`src/rtl/dec_addsub_pkg.sv`:
```
`timescale 1ns/1ps
// Shared constants for the packed-BCD add/subtract unit.
// Assumes one decimal digit occupies one 4-bit nibble.
package dec_addsub_pkg;
    localparam int unsigned   DIGIT_W   = 4;
    localparam logic [4:0]    DIGIT_MAX = 5'd9;
    localparam logic [4:0]    DIGIT_ADJ = 5'd6;
endpackage

```
`src/rtl/dec_addsub_bin.sv`:
```
`timescale 1ns/1ps
// Plain binary adder: sum and carry out of a + b + cin.
// Assumes the caller has already inverted b for a subtraction.
module dec_addsub_bin #(
    parameter int unsigned W = 8
) (
    input  logic [W-1:0] a,
    input  logic [W-1:0] b,
    input  logic         cin,
    output logic [W-1:0] sum,
    output logic         cout
);
    // full-width addition with carry out
    always_comb begin
        {cout, sum} = {1'b0, a} + {1'b0, b} + {{W{1'b0}}, cin};
    end
endmodule

```
`src/rtl/dec_addsub_adj.sv`:
```
`timescale 1ns/1ps
// Digit-serial decimal adder/subtractor, one stage per 4-bit digit.
// Add: a digit above 9 is moved up by 6 and carries.
// Subtract: a digit that borrowed is moved down by 6.
// Assumes valid BCD operands; other inputs give a defined but meaningless result.
module dec_addsub_adj
    import dec_addsub_pkg::*;
#(
    parameter int unsigned W = 8
) (
    input  logic [W-1:0] a,
    input  logic [W-1:0] m,
    input  logic         cin,
    input  logic         sub,
    output logic [W-1:0] res,
    output logic         cout
);
    localparam int unsigned ND = W / DIGIT_W;

    // cy carries a digit carry for add and a digit borrow for subtract
    logic [ND:0] cy;

    assign cy[0] = sub ? ~cin : cin;
    assign cout  = sub ? ~cy[ND] : cy[ND];

    for (genvar gi = 0; gi < ND; gi++) begin : g_dig
        logic [4:0] t;
        logic       co;
        logic [3:0] ad;
        logic [3:0] md;

        assign ad = a[gi*DIGIT_W +: DIGIT_W];
        assign md = m[gi*DIGIT_W +: DIGIT_W];

        // per-digit sum or difference with decimal correction
        always_comb begin
            co = 1'b0;
            if (!sub) begin
                t = {1'b0, ad} + {1'b0, md} + {4'b0, cy[gi]};
                if (t > DIGIT_MAX) begin
                    t  = t + DIGIT_ADJ;
                    co = 1'b1;
                end
            end else begin
                t = {1'b0, ad} - {1'b0, md} - {4'b0, cy[gi]};
                if (t[4]) begin
                    t  = t - DIGIT_ADJ;
                    co = 1'b1;
                end
            end
            // valid input digits must give a valid output digit
            if (({1'b0, ad} <= DIGIT_MAX) && ({1'b0, md} <= DIGIT_MAX)) begin
                a_r4_digit_range: assert ({1'b0, t[3:0]} <= DIGIT_MAX)
                    else $error("decimal digit out of range");
            end
        end

        assign cy[gi+1]                 = co;
        assign res[gi*DIGIT_W +: DIGIT_W] = t[3:0];
    end
endmodule

```
`src/rtl/dec_addsub_flags.sv`:
```
`timescale 1ns/1ps
// Sign, zero and signed-overflow flags for a result, given the sign bits
// of both addends (the second one already inverted for subtract).
module dec_addsub_flags #(
    parameter int unsigned W = 8
) (
    input  logic [W-1:0] r,
    input  logic         sa,
    input  logic         sb,
    output logic         n,
    output logic         z,
    output logic         v
);
    // flag derivation from the result value
    always_comb begin
        n = r[W-1];
        z = (r == '0);
        v = (sa == sb) && (r[W-1] != sa);
    end
endmodule

```
`src/rtl/dec_addsub.sv`:
```
`timescale 1ns/1ps
// Add-with-carry / subtract-with-borrow unit with optional packed-BCD mode.
// Legacy policy: one cycle; N/V/Z from the binary sum, C from the decimal result.
// Corrected policy in decimal mode: a second cycle derives every flag from the
// adjusted result. While that second cycle is pending a new start is ignored.
// Assumes start is a single-cycle request and the operands are valid with it.
module dec_addsub
    import dec_addsub_pkg::*;
#(
    parameter int unsigned W           = 8,
    parameter bit          HAS_DECIMAL = 1'b1
) (
    input  logic         clk,
    input  logic         rst_n,
    input  logic         start,
    input  logic         op_sub,
    input  logic         dec_en,
    input  logic         fix_flags,
    input  logic         c_in,
    input  logic [W-1:0] a_in,
    input  logic [W-1:0] m_in,
    output logic [W-1:0] res,
    output logic         flag_n,
    output logic         flag_v,
    output logic         flag_z,
    output logic         flag_c,
    output logic         done
);
    logic [W-1:0] bm;
    logic [W-1:0] bin_sum;
    logic         bin_c;
    logic [W-1:0] dec_res;
    logic         dec_c;
    logic         dec_act;
    logic         slow;
    logic         take;
    logic         pend_q;
    logic [W-1:0] hold_res;
    logic         hold_c;
    logic         hold_sa;
    logic         hold_sb;
    logic         fb_n, fb_z, fb_v;
    logic         fh_n, fh_z, fh_v;
    logic [W-1:0] fin_res;
    logic         fin_c;

    // request qualification and operand conditioning
    always_comb begin
        bm      = op_sub ? ~m_in : m_in;
        dec_act = HAS_DECIMAL && dec_en;
        slow    = fix_flags && dec_act;
        take    = start && !pend_q;
        fin_res = dec_act ? dec_res : bin_sum;
        fin_c   = dec_act ? dec_c : bin_c;
    end

    dec_addsub_bin #(.W(W)) u_bin (
        .a    (a_in),
        .b    (bm),
        .cin  (c_in),
        .sum  (bin_sum),
        .cout (bin_c)
    );

    if (HAS_DECIMAL) begin : g_dec
        dec_addsub_adj #(.W(W)) u_adj (
            .a    (a_in),
            .m    (m_in),
            .cin  (c_in),
            .sub  (op_sub),
            .res  (dec_res),
            .cout (dec_c)
        );
    end else begin : g_nodec
        assign dec_res = bin_sum;
        assign dec_c   = bin_c;
    end

    dec_addsub_flags #(.W(W)) u_fb (
        .r  (bin_sum),
        .sa (a_in[W-1]),
        .sb (bm[W-1]),
        .n  (fb_n),
        .z  (fb_z),
        .v  (fb_v)
    );

    dec_addsub_flags #(.W(W)) u_fh (
        .r  (hold_res),
        .sa (hold_sa),
        .sb (hold_sb),
        .n  (fh_n),
        .z  (fh_z),
        .v  (fh_v)
    );

    // result registers, second-cycle hold state and completion pulse
    always_ff @(posedge clk) begin
        if (!rst_n) begin
            res      <= '0;
            flag_n   <= 1'b0;
            flag_v   <= 1'b0;
            flag_z   <= 1'b0;
            flag_c   <= 1'b0;
            done     <= 1'b0;
            pend_q   <= 1'b0;
            hold_res <= '0;
            hold_c   <= 1'b0;
            hold_sa  <= 1'b0;
            hold_sb  <= 1'b0;
        end else begin
            done <= 1'b0;
            if (pend_q) begin
                res    <= hold_res;
                flag_n <= fh_n;
                flag_v <= fh_v;
                flag_z <= fh_z;
                flag_c <= hold_c;
                done   <= 1'b1;
                pend_q <= 1'b0;
            end else if (take) begin
                if (slow) begin
                    hold_res <= fin_res;
                    hold_c   <= fin_c;
                    hold_sa  <= a_in[W-1];
                    hold_sb  <= bm[W-1];
                    pend_q   <= 1'b1;
                end else begin
                    res    <= fin_res;
                    flag_n <= fb_n;
                    flag_v <= fb_v;
                    flag_z <= fb_z;
                    flag_c <= fin_c;
                    done   <= 1'b1;
                end
            end
        end
    end

    // first cycle after reset shows no completion
    a_r1_quiet_after_reset: assert property (@(posedge clk) disable iff (!rst_n)
        $past(!rst_n) |-> !done);
    // single-cycle requests complete on the next cycle
    a_r8_fast_done: assert property (@(posedge clk) disable iff (!rst_n)
        (start && !pend_q && !slow) |=> done);
    // corrected decimal requests enter the second cycle without completing
    a_r8_slow_hold: assert property (@(posedge clk) disable iff (!rst_n)
        (start && !pend_q && slow) |=> (pend_q && !done));
    // the second cycle always completes and never chains
    a_r9_pend_finishes: assert property (@(posedge clk) disable iff (!rst_n)
        pend_q |=> (done && !pend_q));
endmodule

```
`config.mk`:
```
export PLATFORM = sky130hd
export DESIGN_NAME = dec_addsub
export DESIGN_NICKNAME = d
export VERILOG_FILES = /design/src/rtl/dec_addsub_pkg.sv /design/src/rtl/dec_addsub_bin.sv /design/src/rtl/dec_addsub_adj.sv /design/src/rtl/dec_addsub_flags.sv /design/src/rtl/dec_addsub.sv
export SDC_FILE = /design/constraint.sdc
export NUM_CORES = 1
export LEC_CHECK = 0
export BUFFER_PORTS_ARGS = -buffer_cell sky130_fd_sc_hd__buf_2
export CELL_PAD_IN_SITES_DETAIL_PLACEMENT = 1
export CELL_PAD_IN_SITES_GLOBAL_PLACEMENT = 1
export CORE_ASPECT_RATIO = 0.7
export CORE_MARGIN = 5
export CORE_UTILIZATION = 32
export CTS_CLUSTER_SIZE = 12
export DETAILED_ROUTE_END_ITERATION = 10
export PLACE_DENSITY = 0.6
export SLEW_MARGIN = 20
export SYNTH_ARGS = -nofsm -noshare
export SYNTH_HDL_FRONTEND = slang
export SYNTH_HIERARCHICAL = 1
export SYNTH_SLANG_ARGS = --single-unit
```
`constraint.sdc`:
```
create_clock -name clk -period 14.6 [get_ports clk]
set_clock_uncertainty 0.1 [all_clocks]
set_input_delay 0.73 -clock clk [delete_from_list [all_inputs] [get_ports clk]]
set_output_delay 0.73 -clock clk [all_outputs]
set_load 0.005 [all_outputs]
```
## Word level (Yosys, flattened, before mapping)

Cells that the tools add are included.

| storage, ports and cells | value |
|---|---|
| word-level logic and storage cells | 85 |
| output and inout port bits | 13 |
| register bits | 25 |
| bits of input ports | 23 |

| operators by class | value |
|---|---|
| reductions and logical operators | 11 |
| $add $sub $neg | 14 |
| muxes and demuxes | 36 |
| bitwise logic cells | 6 |
| magnitude comparators | 2 |
| equality and inequality tests | 5 |

Operators by type and width:

| cell | number |
|---|---|
| $mux W8 | 5 |
| $mux W1 | 25 |
| $mux W4 | 6 |
| $logic_not A8 Y1 | 2 |
| $add A4 B4 Y5 | 2 |
| $add A5 B1 Y5 | 2 |
| $gt A5 B4 Y1 const B | 2 |
| $sub A4 B4 Y5 | 2 |
| $sub A5 B1 Y5 | 2 |
| $add A8 B8 Y9 | 1 |
| $add A9 B1 Y9 | 1 |
| $add A4 B3 Y4 const B | 2 |
| $not A8 Y8 | 1 |
| $sub A4 B3 Y4 const B | 2 |
| $not A1 Y1 | 5 |
| $logic_and A1 B1 Y1 | 4 |
| $reduce_and A3 Y1 | 1 |
| $reduce_or A3 Y1 | 1 |
| $eq A1 B1 Y1 | 2 |
| $ne A1 B1 Y1 | 2 |
| $ne A2 B1 Y1 const B | 1 |
| $reduce_and A2 Y1 | 1 |
| $reduce_bool A2 Y1 | 1 |
| $logic_not A1 Y1 | 1 |

## Depth between registers and ports, before layout

Gate-level depths: netlist of run 1.

| logic depth | value |
|---|---|
| depth after elaboration | 16 |
| gate-level depth with buffers | 24 |
| mapped depth without buffers | 23 |

## Modules after synthesis

Netlist of run 1, hierarchy kept.

By module, submodules not included:

| module | seq. area each (um2) | instances | area each (um2) | cells an instance |
|---|---|---|---|---|
| dec_addsub | 500.5 | 1 | 1260.0 | 132 |
| dec_addsub_adj | 0.0 | 1 | 1178.6 | 148 |
| dec_addsub_bin | 0.0 | 1 | 331.6 | 40 |
| dec_addsub_flags | 0.0 | 2 | 43.8 | 7 |

## Worst setup path before layout of run 1

OpenSTA, ideal clock, no wires.

| timing path | value |
|---|---|
| kind | input port to flip-flop |
| start | in op_sub |
| end | reg res[7] |
| data required time | 14.378 ns |
| cell stages on the path | 24 |
| slack | 9.076 ns |
| data arrival time | 5.302 ns |
| cell sequence | clkbuf_1 > xor2_1 > inv_1 > fa_1 > inv_1 > fa_1 > inv_1 > ha_1 > inv_1 > o21ai_0 > o211ai_1 > and3_1 > a21o_1 > fa_1 > inv_1 > ha_1 > o21ai_0 > nand3b_1 > xnor2_1 > or4_1 > o311a_1 > mux2i_1 > nor3b_1 > a311o_1 |

| on the way | value |
|---|---|
| longest elaborated chain between the ends | 13 |
| elaborated cells between the ends (all ways) | 22 |
| those cells by class | add/sub: 8; order compare: 2; mux: 12 |

Ends and longest elaborated chain:

| what | RTL line | source |
|---|---|---|
| start, declared | dec_addsub.sv:16 | `input logic op_sub,` |
| $mux W1 | dec_addsub_adj.sv:23 | `assign cy[0] = sub ? ~cin : cin;` |
| $add A5 B1 Y5 | dec_addsub_adj.sv:39 | `t = {1'b0, ad} + {1'b0, md} + {4'b0, cy[gi]};` |
| $gt A5 B4 Y1 | dec_addsub_adj.sv:40 | `if (t > DIGIT_MAX) begin` |
| $mux W1 | dec_addsub_adj.sv:40 |  |
| $mux W1 | dec_addsub_adj.sv:38 | `if (!sub) begin` |
| $add A5 B1 Y5 or $sub A5 B1 Y5 (tied branches) | dec_addsub_adj.sv:39, dec_addsub_adj.sv:45 |  |
| $add A4 B3 Y4, or another cell as far along | dec_addsub_adj.sv:41 | `t = t + DIGIT_ADJ;` |
| $mux W4 (on tied branches) | dec_addsub_adj.sv:40, dec_addsub_adj.sv:46 |  |
| $mux W4 (*) | dec_addsub_adj.sv:38 |  |
| via dec_res[7] | dec_addsub.sv:32 | `logic [W-1:0] dec_res;` |
| $mux W8 (*) | dec_addsub.sv:53 | `fin_res = dec_act ? dec_res : bin_sum;` |
| $mux W8 (*) | dec_addsub.sv:122 | `if (slow) begin` |
| $mux W8 (*) | dec_addsub.sv:121 | `end else if (take) begin` |
| $mux W8 (*) | dec_addsub.sv:113 | `if (pend_q) begin` |
| end signal, assigned | dec_addsub.sv:114 | `res <= hold_res;` |
| end signal, assigned | dec_addsub.sv:129 | `res <= fin_res;` |
| end, declared | dec_addsub.sv:22 | `output logic [W-1:0] res,` |

Mark *: on every way through the listed nets, which the timed path passes. The rest lies on a longest branch. The select of a mux whose other input is x is not followed.
A chain may end at the register's enable or synchronous reset.

## Worst setup path after layout of run 1

Same ends and word-level chain as after synthesis.

==> key figures, run 1 <==
Run status
  • Outcome: finished, final reports clean

Route
  • Vias per std cell: 5.170
  • Drt wl/cell: 16.13 um
  • WL final: 7678 um
  • Post-route ant nets: 0
  • Routed vias: 2461
  • DR DRC count: 0
  • Initial DRT Pass Iterations: 4
  • Detailed Route Iter0 Violations: 95

Floorplanning
  • Die span in x: 123.0 um
  • Die H: 89.07 um
  • I/O pin total: 36
  • Die area: 0.01095 mm^2
  • Initial Utilization: 33.29%
  • Core footprint: 0.008583 mm^2
  • Number of cell rows: 28

Synth
  • Synth Net Count: 397
  • Synth Flop Type: dfxtp_1
  • Async S/R FF share, synth: 0%
  • Syn Std Cell Area: 0.002858 mm^2
  • Syn Area/Cell: 8.556 um^2
  • Cell variety after synth: 62
  • Synth warn: 6
  • Number of synthesized flops with an enable pin: 0
  • Sequential-to-total area share from yosys stat: 17.51%
  • Post-Synthesis Cells: 334
  • #FFs+latches synth: 25

Place
  • Port bufs: 35
  • Placer congestion estimate: 0.8409
  • Placed Cells: 472
  • Post-DP HPWL: 6296 um

STA
  • Setup TNS: 0 ps
  • Slew Limit Fails: 0
  • Max transition margin: 47.41%
  • Worst-margin pin slew: 787.7 ps
  • Hold Fails Final Rpt: 0
  • Fmax: 167.2 MHz
  • Min Tclk post-route: 5980 ps
  • Period Utilization, post-route: 40.96%
  • RSZ-0062 raised after global routing: no
  • Hold_ws: 385.4 ps
  • Finish-stage setup viols: 0

Clocking
  • Post-CTS setup buffer count: 0
  • Total CTS buffers: 3
  • Worst-path clk slew: 60 ps
  • CTS tree: built
  • Root Driver: clkbuf_16
  • Clock Sinks: 25
  • Maximum clock insertion buffer count: 2
  • Clock Latency Late Sink: 260 ps
  • CTS H-Tree Depth: 1
  • Hold_buf cts: 0
  • Resize count post-CTS: 0

Final layout
  • Non-Filler Instances: 476
  • Layout Nets: 420
  • Area grow syn2layout: 10.20%
  • Highest-count cells in the layout ignoring fill and taps: 35 x buf_2, 30 x inv_1, 30 x ha_1
  • Most common cell after layout, fill and taps aside: buf_2
  • Share of cells above drive strength 1: 13.76%
  • ANT cells: 0

Worst setup path
  • Crit start category: input pin
  • Flop2flop setup slack: 12780 ps
  • Setup CP Type: input pin to register
  • Arrival @ worst endpoint: 6030 ps
  • CP max FO: 20
  • CP required: 14650 ps
  • Crit end category: register

Global route
  • Total gr overflow: 0
  • Initial antenna violation count: 0
  • Total GRT Usage: 14.59%
  • First-pass GRT wire length: 12980 um
  • Number of global-route vias before repair: 2518
  • Largest net degree at the start of global routing: 31

Run
  • Number of max-cap violations: 0

Pwr
  • Leakage: 1.426 nW
  • Cell Pwr Density: 90.71 mW/mm^2
  • Worst VDD drop: 0.00004553 V
  • Total Power: 0.2857 mW

Min path
  • Hold crit path type: register to register
## per-layer routing
layer | part of all wire (%) | global-route usage (%) | vias to the layer above
li1 | - | - | 1233
met1 | 55 | 22.21 | 1196
met2 | 42 | 22.81 | 30
met3 | 2.6 | 2.087 | 2
met4 | 0.26 | 0.9146 | 0
met5 | 0 | 0 | -
## stage by stage
stage | setup slack, ps | area (um^2) | utilization, %
after floorplan | 9076 | 2858 | -
after detailed placement | 8332 | 3070 | 35.77
after global routing | 8166 | 3149 | 36.69
final | 8620 | 3149 | 36.69
after CTS | 8599 | 3149 | 36.69
after global placement | 8450 | 3070 | 35.77
## Yosys cell counts (5+ instances only)
| cell | instances | area (um^2) |
|---|---|---|
| a21boi_0 | 5 | 37.54 |
| a21oi_1 | 22 | 110.1 |
| a311o_1 | 6 | 60.06 |
| buf_4 | 6 | 45.04 |
| clkbuf_1 | 5 | 18.77 |
| dfxtp_1 | 25 | 500.5 |
| fa_1 | 10 | 200.2 |
| ha_1 | 30 | 375.4 |
| inv_1 | 30 | 112.6 |
| mux2i_1 | 11 | 110.1 |
| nand2_1 | 25 | 93.84 |
| nand2b_1 | 17 | 106.4 |
| nor2_1 | 11 | 41.29 |
| nor3b_1 | 6 | 45.04 |
| o21ai_0 | 10 | 50.05 |
| o22ai_1 | 7 | 43.79 |
| o311ai_0 | 5 | 43.79 |
| or4_1 | 5 | 37.54 |
| xnor2_1 | 5 | 43.79 |
| xor2_1 | 18 | 157.7 |
## final cells by class
type                       count  area [um^2]
inverter                      31        116.4
multi-input combinational    261         2128
sequential                    25        500.5
timing repair buffer          35        175.2
clock buffer                   4        78.83
tap                          120        150.1
fill                        1045         5434
## path summary, 6_finish.rpt
kind,cells after the start,endpoint,start
max,24,res[7],op_sub
min,2,hold_res[5],hold_res[5]
max reg2reg,2,hold_res[6],pend_q
min reg2reg,2,hold_res[5],hold_res[5]
## logic make-up (layout without fill, tap and decap cells)
| logic type | count (synthesis) | in the layout | synth area share, % |
|---|---|---|---|
| buffers and inverters | 48 | 70 | 8.012 |
| xor gates and xnor gates | 24 | 24 | 7.837 |
| DFF | 25 | 25 | 17.51 |
| and+or+nand+nor | 100 | 100 | 20.58 |
| muxes | 11 | 11 | 3.853 |
| AOI/OAI and AO/OA | 86 | 86 | 22.07 |
| adders and majority gates | 40 | 40 | 20.14 |
## state kept, by name, indices dropped and copies added, names as in the netlist
| name | cells |
|---|---|
| flag_c | 1 |
| hold_res | 8 |
| flag_z | 1 |
| flag_v | 1 |
| res | 8 |
| flag_n | 1 |
| pend_q | 1 |
| done | 1 |
| hold_sb | 1 |
| hold_sa | 1 |
| hold_c | 1 |
## critical path: stages
cell and delay (ps):
buf_2 390, xor2_1 270, inv_1 100, fa_1 390
inv_1 80, fa_1 210, xor2_1 330, ha_1 210
inv_1 40, o21ai_0 200, o211ai_1 190, and3_1 230
a21o_1 160, fa_1 620, inv_1 110, ha_1 190
o21ai_0 150, nand3b_1 110, xnor2_1 180, or4_1 410
o311a_1 130, mux2i_1 190, nor3b_1 80, a311o_1 310
## report_power, final
group	internal (mW)	switching (mW)	leakage (nW)
combinational	0.0638	0.0837	1.18
clock	0.0373	0.0233	0.0382
sequential	0.0739	0.00366	0.205
No activity file was read; power rests on OpenSTA's default activity.
==> run 2: changes to the inputs <==
PLACE_DENSITY = 0.63   (was 0.6)
clock period = 4.9 ns   (was 14.6 ns; I/O delays follow)
==> run 2 against run 1 <==
  * Hold slack lost 190 ps
  * Die area is the same
  * Power grew to 3.4 times the previous value
  * Cell count grew 7.1%
  * Sequential cell count is the same
  * Clock power grew to 3.0 times the previous value
  * Count of clock-buffer cells in the layout is the same
  * Combinational power grew to 3.7 times the previous value
  * Sequential power grew to 3.0 times the previous value
==> key figures, run 2 (synthesized netlist as in run 1, its figures left out) <==
Run status
  • Outcome: finished, final reports clean

Clocking
  • Maximum clock insertion buffer count: 2
  • Clock Latency Late Sink: 260 ps
  • CTS H-Tree Depth: 1
  • Worst-path clk slew: 60 ps
  • Total CTS buffers: 3
  • Hold_buf cts: 0
  • CTS tree: built
  • Root Driver: clkbuf_16
  • Clock Sinks: 25

Pwr
  • Clk network pwr share: 18.9%
  • Pint: 0.5987 mW
  • NetSw: 0.3667 mW
  • Worst VDD drop: 0.0001274 V
  • Total Power: 0.9654 mW
  • Sequential power share: 24.0%
  • Switching share of power: 37.98%
  • Logic gate share of total power: 57.1%
  • Leakage: 1.601 nW
  • Cell Pwr Density: 274.6 mW/mm^2

Final layout
  • Fill cells: 1026
  • Highest-count cells in the layout ignoring fill and taps: 35 x buf_4, 33 x buf_2, 27 x ha_1
  • Most common cell after layout, fill and taps aside: buf_4
  • ANT cells: 0
  • Biggest regs: hold_res: 8 flops, res: 8 flops
  • Final core utilization: 40.96%
  • Share of cells above drive strength 1: 26.15%
  • Layout Nets: 454
  • Area grow syn2layout: 23.03%

Worst setup path
  • CP required: 4950 ps
  • Crit start category: input pin
  • Arrival @ worst endpoint: 4810 ps
  • CP max FO: 4
  • Reg2Reg Depth: 2
  • Setup CP Type: input pin to register
  • Crit end category: register

Place
  • Placer congestion estimate: 0.8145
  • Place WS: -401.6 ps
  • Post-DP HPWL: 6773 um
  • Port bufs: 35

STA
  • RSZ-0062 raised after global routing: yes
  • Min Tclk post-route: 4762 ps
  • Final WS setup: 138.2 ps
  • Period Utilization, post-route: 97.18%
  • Fmax: 210.0 MHz
  • Hold Fails Final Rpt: 0
  • Max transition margin: 44.45%
  • Finish-stage setup viols: 0
  • Worst-margin pin slew: 832.1 ps
  • Slew Limit Fails: 0
  • Hold_ws: 199.2 ps

Global route
  • First-pass GRT wire length: 14010 um
  • Number of global-route vias before repair: 2689
  • Largest net degree at the start of global routing: 31
  • Total gr overflow: 0
  • Total GRT Usage: 15.86%
  • Initial antenna violation count: 0

Min path
  • Min-Delay Path Depth: 3
  • Hold crit path type: input pin to register

Route
  • Detailed Route Iter0 Violations: 122
  • Met1 wire length: 4449 um
  • Met2 wire length: 3660 um
  • Drt wl/cell: 16.43 um
  • Post-route ant nets: 0
  • DR DRC count: 0
  • Top Metal Used: met4
  • Met3 WL: 254 um
  • Initial DRT Pass Iterations: 4
  • WL final: 8379 um
  • Vias per std cell: 5.112
  • Routed vias: 2607

Floorplanning
  • Number of cell rows: 28
  • Die span in x: 123.0 um
  • Die H: 89.07 um
  • Core footprint: 0.008583 mm^2
  • Initial Utilization: 33.29%
  • Die area: 0.01095 mm^2
  • I/O pin total: 36

Run
  • Number of max-cap violations: 0
## run 2: power groups by stage
stage	clock network, mW	logic (mW)	registers [mW]
floorplan	0	0.326	0.233
global placement	0	0.479	0.235
detailed placement	0	0.492	0.236
CTS	0.188	0.503	0.231
global route	0.196	0.613	0.234
finish	0.182	0.551	0.232
## run 2: per-layer routing
metal	global-route usage (%)	vias to the layer above
met1	23.46	1264
met3	1.771	3
li1	-	1305
met5	0	-
met2	25.93	35
met4	1.220	0
## run 2: area by class of cell
| class | count | area [um^2] | share of cell area (%) |
|---|---|---|---|
| flip-flops and latches | 25 | 500.5 | 14.23 |
| multi-input cells | 261 | 2227 | 63.35 |
| inverters | 31 | 116.4 | 3.310 |
| repair buffers | 69 | 442.9 | 12.60 |
| clock buffers | 4 | 78.83 | 2.242 |
| well taps | 120 | 150.1 | 4.270 |
## run 2: what timing repair did
action | CTS | global route
pin swaps | 1 | 13
buffers inserted | 1 | 8
setup endpoints to repair | 1 | 6
resized for setup | 4 | 25
## run 2: path summary, 6_finish.rpt
| check | from | to | slack (ps) |
|---|---|---|---|
| max reg2reg | pend_q | hold_c | 3040 |
| min | a_in[7] | hold_sa | 200 |
| max | op_sub | res[7] | 140 |
| min reg2reg | hold_res[5] | hold_res[5] | 360 |
## run 2: critical path, stage by stage
cell and delay, ps:
buf_8 110, xor2_2 170, inv_2 50, fa_2 360, inv_2 70, fa_2 420, inv_2 100, ha_4 130
inv_2 30, o21ai_2 140, o211ai_1 140, and3_1 190, a21o_1 180, fa_2 600, inv_2 70, ha_4 150
o21ai_2 120, nand3b_1 120, xnor2_2 170, or4_1 530, o311a_1 150, mux2i_2 220, nor3b_2 70, a311o_1 260
## run 2: metrics by stage
step	area [um^2]	TNS [ps]	cells
2_1_floorplan	2867	0	334
3_3_place_gp	3266	-494.1	497
3_5_place_dp	3266	-1370	497
4_1_cts	3362	0	502
5_1_grt	3516	-169.1	510
6_report	3516	0	510
==> run 3: changes to the inputs <==
PLACE_DENSITY = 0.6   (was 0.63)
clock period = 5.15 ns   (was 4.9 ns; I/O delays follow)
==> run 3 against run 2 <==
  * Sequential share of layout area increased by 1.0 points
  * Hold slack better by 14 ps
  * Combinational power decreased by 16%
  * Wire length down 3.4%
  * Register-to-register slack better by 470 ps
  * Critical path depth did not move
  * Sequential cell count unchanged
  * Die area unchanged
  * Count of clock-buffer cells in the layout is the same
  * Setup slack improved by 110 ps
  * Power decreased by 12%
  * Cell count shrank 3.5%
  * Largest cell class unchanged
  * Highest routed layer unchanged
==> key figures, run 3 (synthesized netlist as in run 1, its figures left out) <==
Global route
  • Largest net degree at the start of global routing: 31
  • Total GRT Usage: 14.94%
  • Total gr overflow: 0
  • Number of global-route vias before repair: 2574
  • First-pass GRT wire length: 13010 um
  • Initial antenna violation count: 0

Worst setup path
  • Arrival @ worst endpoint: 4950 ps
  • CP max FO: 4
  • Crit end category: register
  • CP required: 5190 ps
  • CP max stage delay: 580 ps
  • Crit start category: input pin
  • Crit path cell chain: buf_2 -> xor2_1 -> inv_1 -> fa_1 -> inv_1 -> fa_1 -> inv_1 -> ha_1 -> inv_1 -> o21ai_1 -> o211ai_1 -> and3_1 -> a21o_1 -> fa_1 -> inv_1 -> ha_1 -> o21ai_0 -> nand3b_1 -> xnor2_1 -> or4_1 -> o311a_1 -> mux2i_1 -> nor3b_1 -> a311o_1
  • Setup CP Type: input pin to register
  • Most used cell, CP: inv_1
  • Worst path slowest cell: fa_1

Run status
  • Outcome: finished, final reports clean

Pwr
  • Leakage: 1.505 nW
  • Cell Pwr Density: 259.5 mW/mm^2
  • Worst VDD drop: 0.0001354 V

STA
  • Hold Fails Final Rpt: 0
  • Fmax: 203.9 MHz
  • Hold_ws: 213.2 ps
  • Worst-margin pin slew: 601.4 ps
  • Setup TNS: 0 ps
  • RSZ-0062 raised after global routing: no
  • Finish-stage setup viols: 0
  • Max transition margin: 59.88%
  • Min Tclk post-route: 4905 ps
  • Slew Limit Fails: 0
  • Period Utilization, post-route: 95.24%

Final layout
  • Area grow syn2layout: 14.67%
  • ANT cells: 0
  • Non-Filler Instances: 492
  • Most common cell after layout, fill and taps aside: buf_2
  • Layout Nets: 436
  • Highest-count cells in the layout ignoring fill and taps: 35 x buf_2, 30 x inv_1, 30 x ha_1
  • Share of cells above drive strength 1: 17.74%
  • Biggest regs: hold_res: 8 flops, res: 8 flops
  • Design Area, Final: 0.003277 mm^2

Run
  • Number of max-cap violations: 0

Route
  • Initial DRT Pass Iterations: 4
  • Routed vias: 2541
  • WL final: 8091 um
  • Drt wl/cell: 16.45 um
  • Detailed Route Iter0 Violations: 124
  • DR DRC count: 0
  • Vias per std cell: 5.165
  • Post-route ant nets: 0

Floorplanning
  • Die area: 0.01095 mm^2
  • I/O pin total: 36
  • Number of cell rows: 28
  • Die span in x: 123.0 um
  • Core footprint: 0.008583 mm^2
  • Initial Utilization: 33.29%
  • Die H: 89.07 um

Clocking
  • Clock Sinks: 25
  • Total CTS buffers: 3
  • Maximum clock insertion buffer count: 2
  • CTS tree: built
  • CTS H-Tree Depth: 1
  • Root Driver: clkbuf_16
  • Clock Latency Late Sink: 250 ps
  • Worst-path clk slew: 60 ps

Min path
  • Hold crit path type: input pin to register

Place
  • Post-DP HPWL: 6713 um
  • Port bufs: 35
  • Area post-placement: 0.003183 mm^2
  • Placed Cells: 487
  • Placer congestion estimate: 0.7939
## run 3: routing by layer
metal / global-route usage (%) / part of all wire (%)
met4: 1.220 / 0.44
met2: 24.10 / 43
met5: 0 / 0
met1: 22.07 / 53
met3: 2.087 / 4.4
## run 3: path summary, 6_finish.rpt
check         startpoint  slack [ps]     endpoint  cells after the start
max reg2reg       pend_q        3510       res[7]                      4
min              a_in[7]         210      hold_sa                      3
max               op_sub         250       res[7]                     24
min reg2reg  hold_res[5]         380  hold_res[5]                      2
## run 3: final cells by class
cell class              count  area [um^2]
inverters                  31        116.4
flip-flops and latches     25        500.5
fillers                  1058         5306
clock buffers               4        78.83
multi-input cells         261         2136
well taps                 120        150.1
repair buffers             51        295.3
## run 3: timing repair
item                                    4_1_cts  5_1_grt
endpoints found under the setup margin        0        3
setup buffers                                 0        1
endpoints found under the hold margin         0        0
gates resized for setup                       0        2
hold buffers                                  0        0
## run 3: stage by stage
| stage | power, mW | util (%) | setup WS [ps] |
|---|---|---|---|
| 6_report | 0.8504 | 38.18 | 245.2 |
| 5_1_grt | 0.9201 | 38.18 | 15.60 |
| 4_1_cts | 0.8581 | 38.00 | 145.5 |
| 3_5_place_dp | 0.6796 | 37.08 | -92.61 |
| 3_3_place_gp | 0.6697 | 37.08 | -56.26 |
| 2_1_floorplan | 0.5312 | - | 98.37 |
## run 3: power by group
group / total (mW) / leakage [nW] / switching (mW) / internal [mW]
combinational: 0.461 / 1.26 / 0.250 / 0.211
clock: 0.170 / 0.0382 / 0.0647 / 0.106
sequential: 0.219 / 0.205 / 0.00951 / 0.209
## run 3: critical path: cells and delay by family
kind / cells / cell delay (ps)
compound gates: 6 / 1100
fa+ha+maj: 5 / 1710
xor+xnor: 2 / 340
simple gates: 4 / 820
mux: 1 / 210
buf+inv: 6 / 520
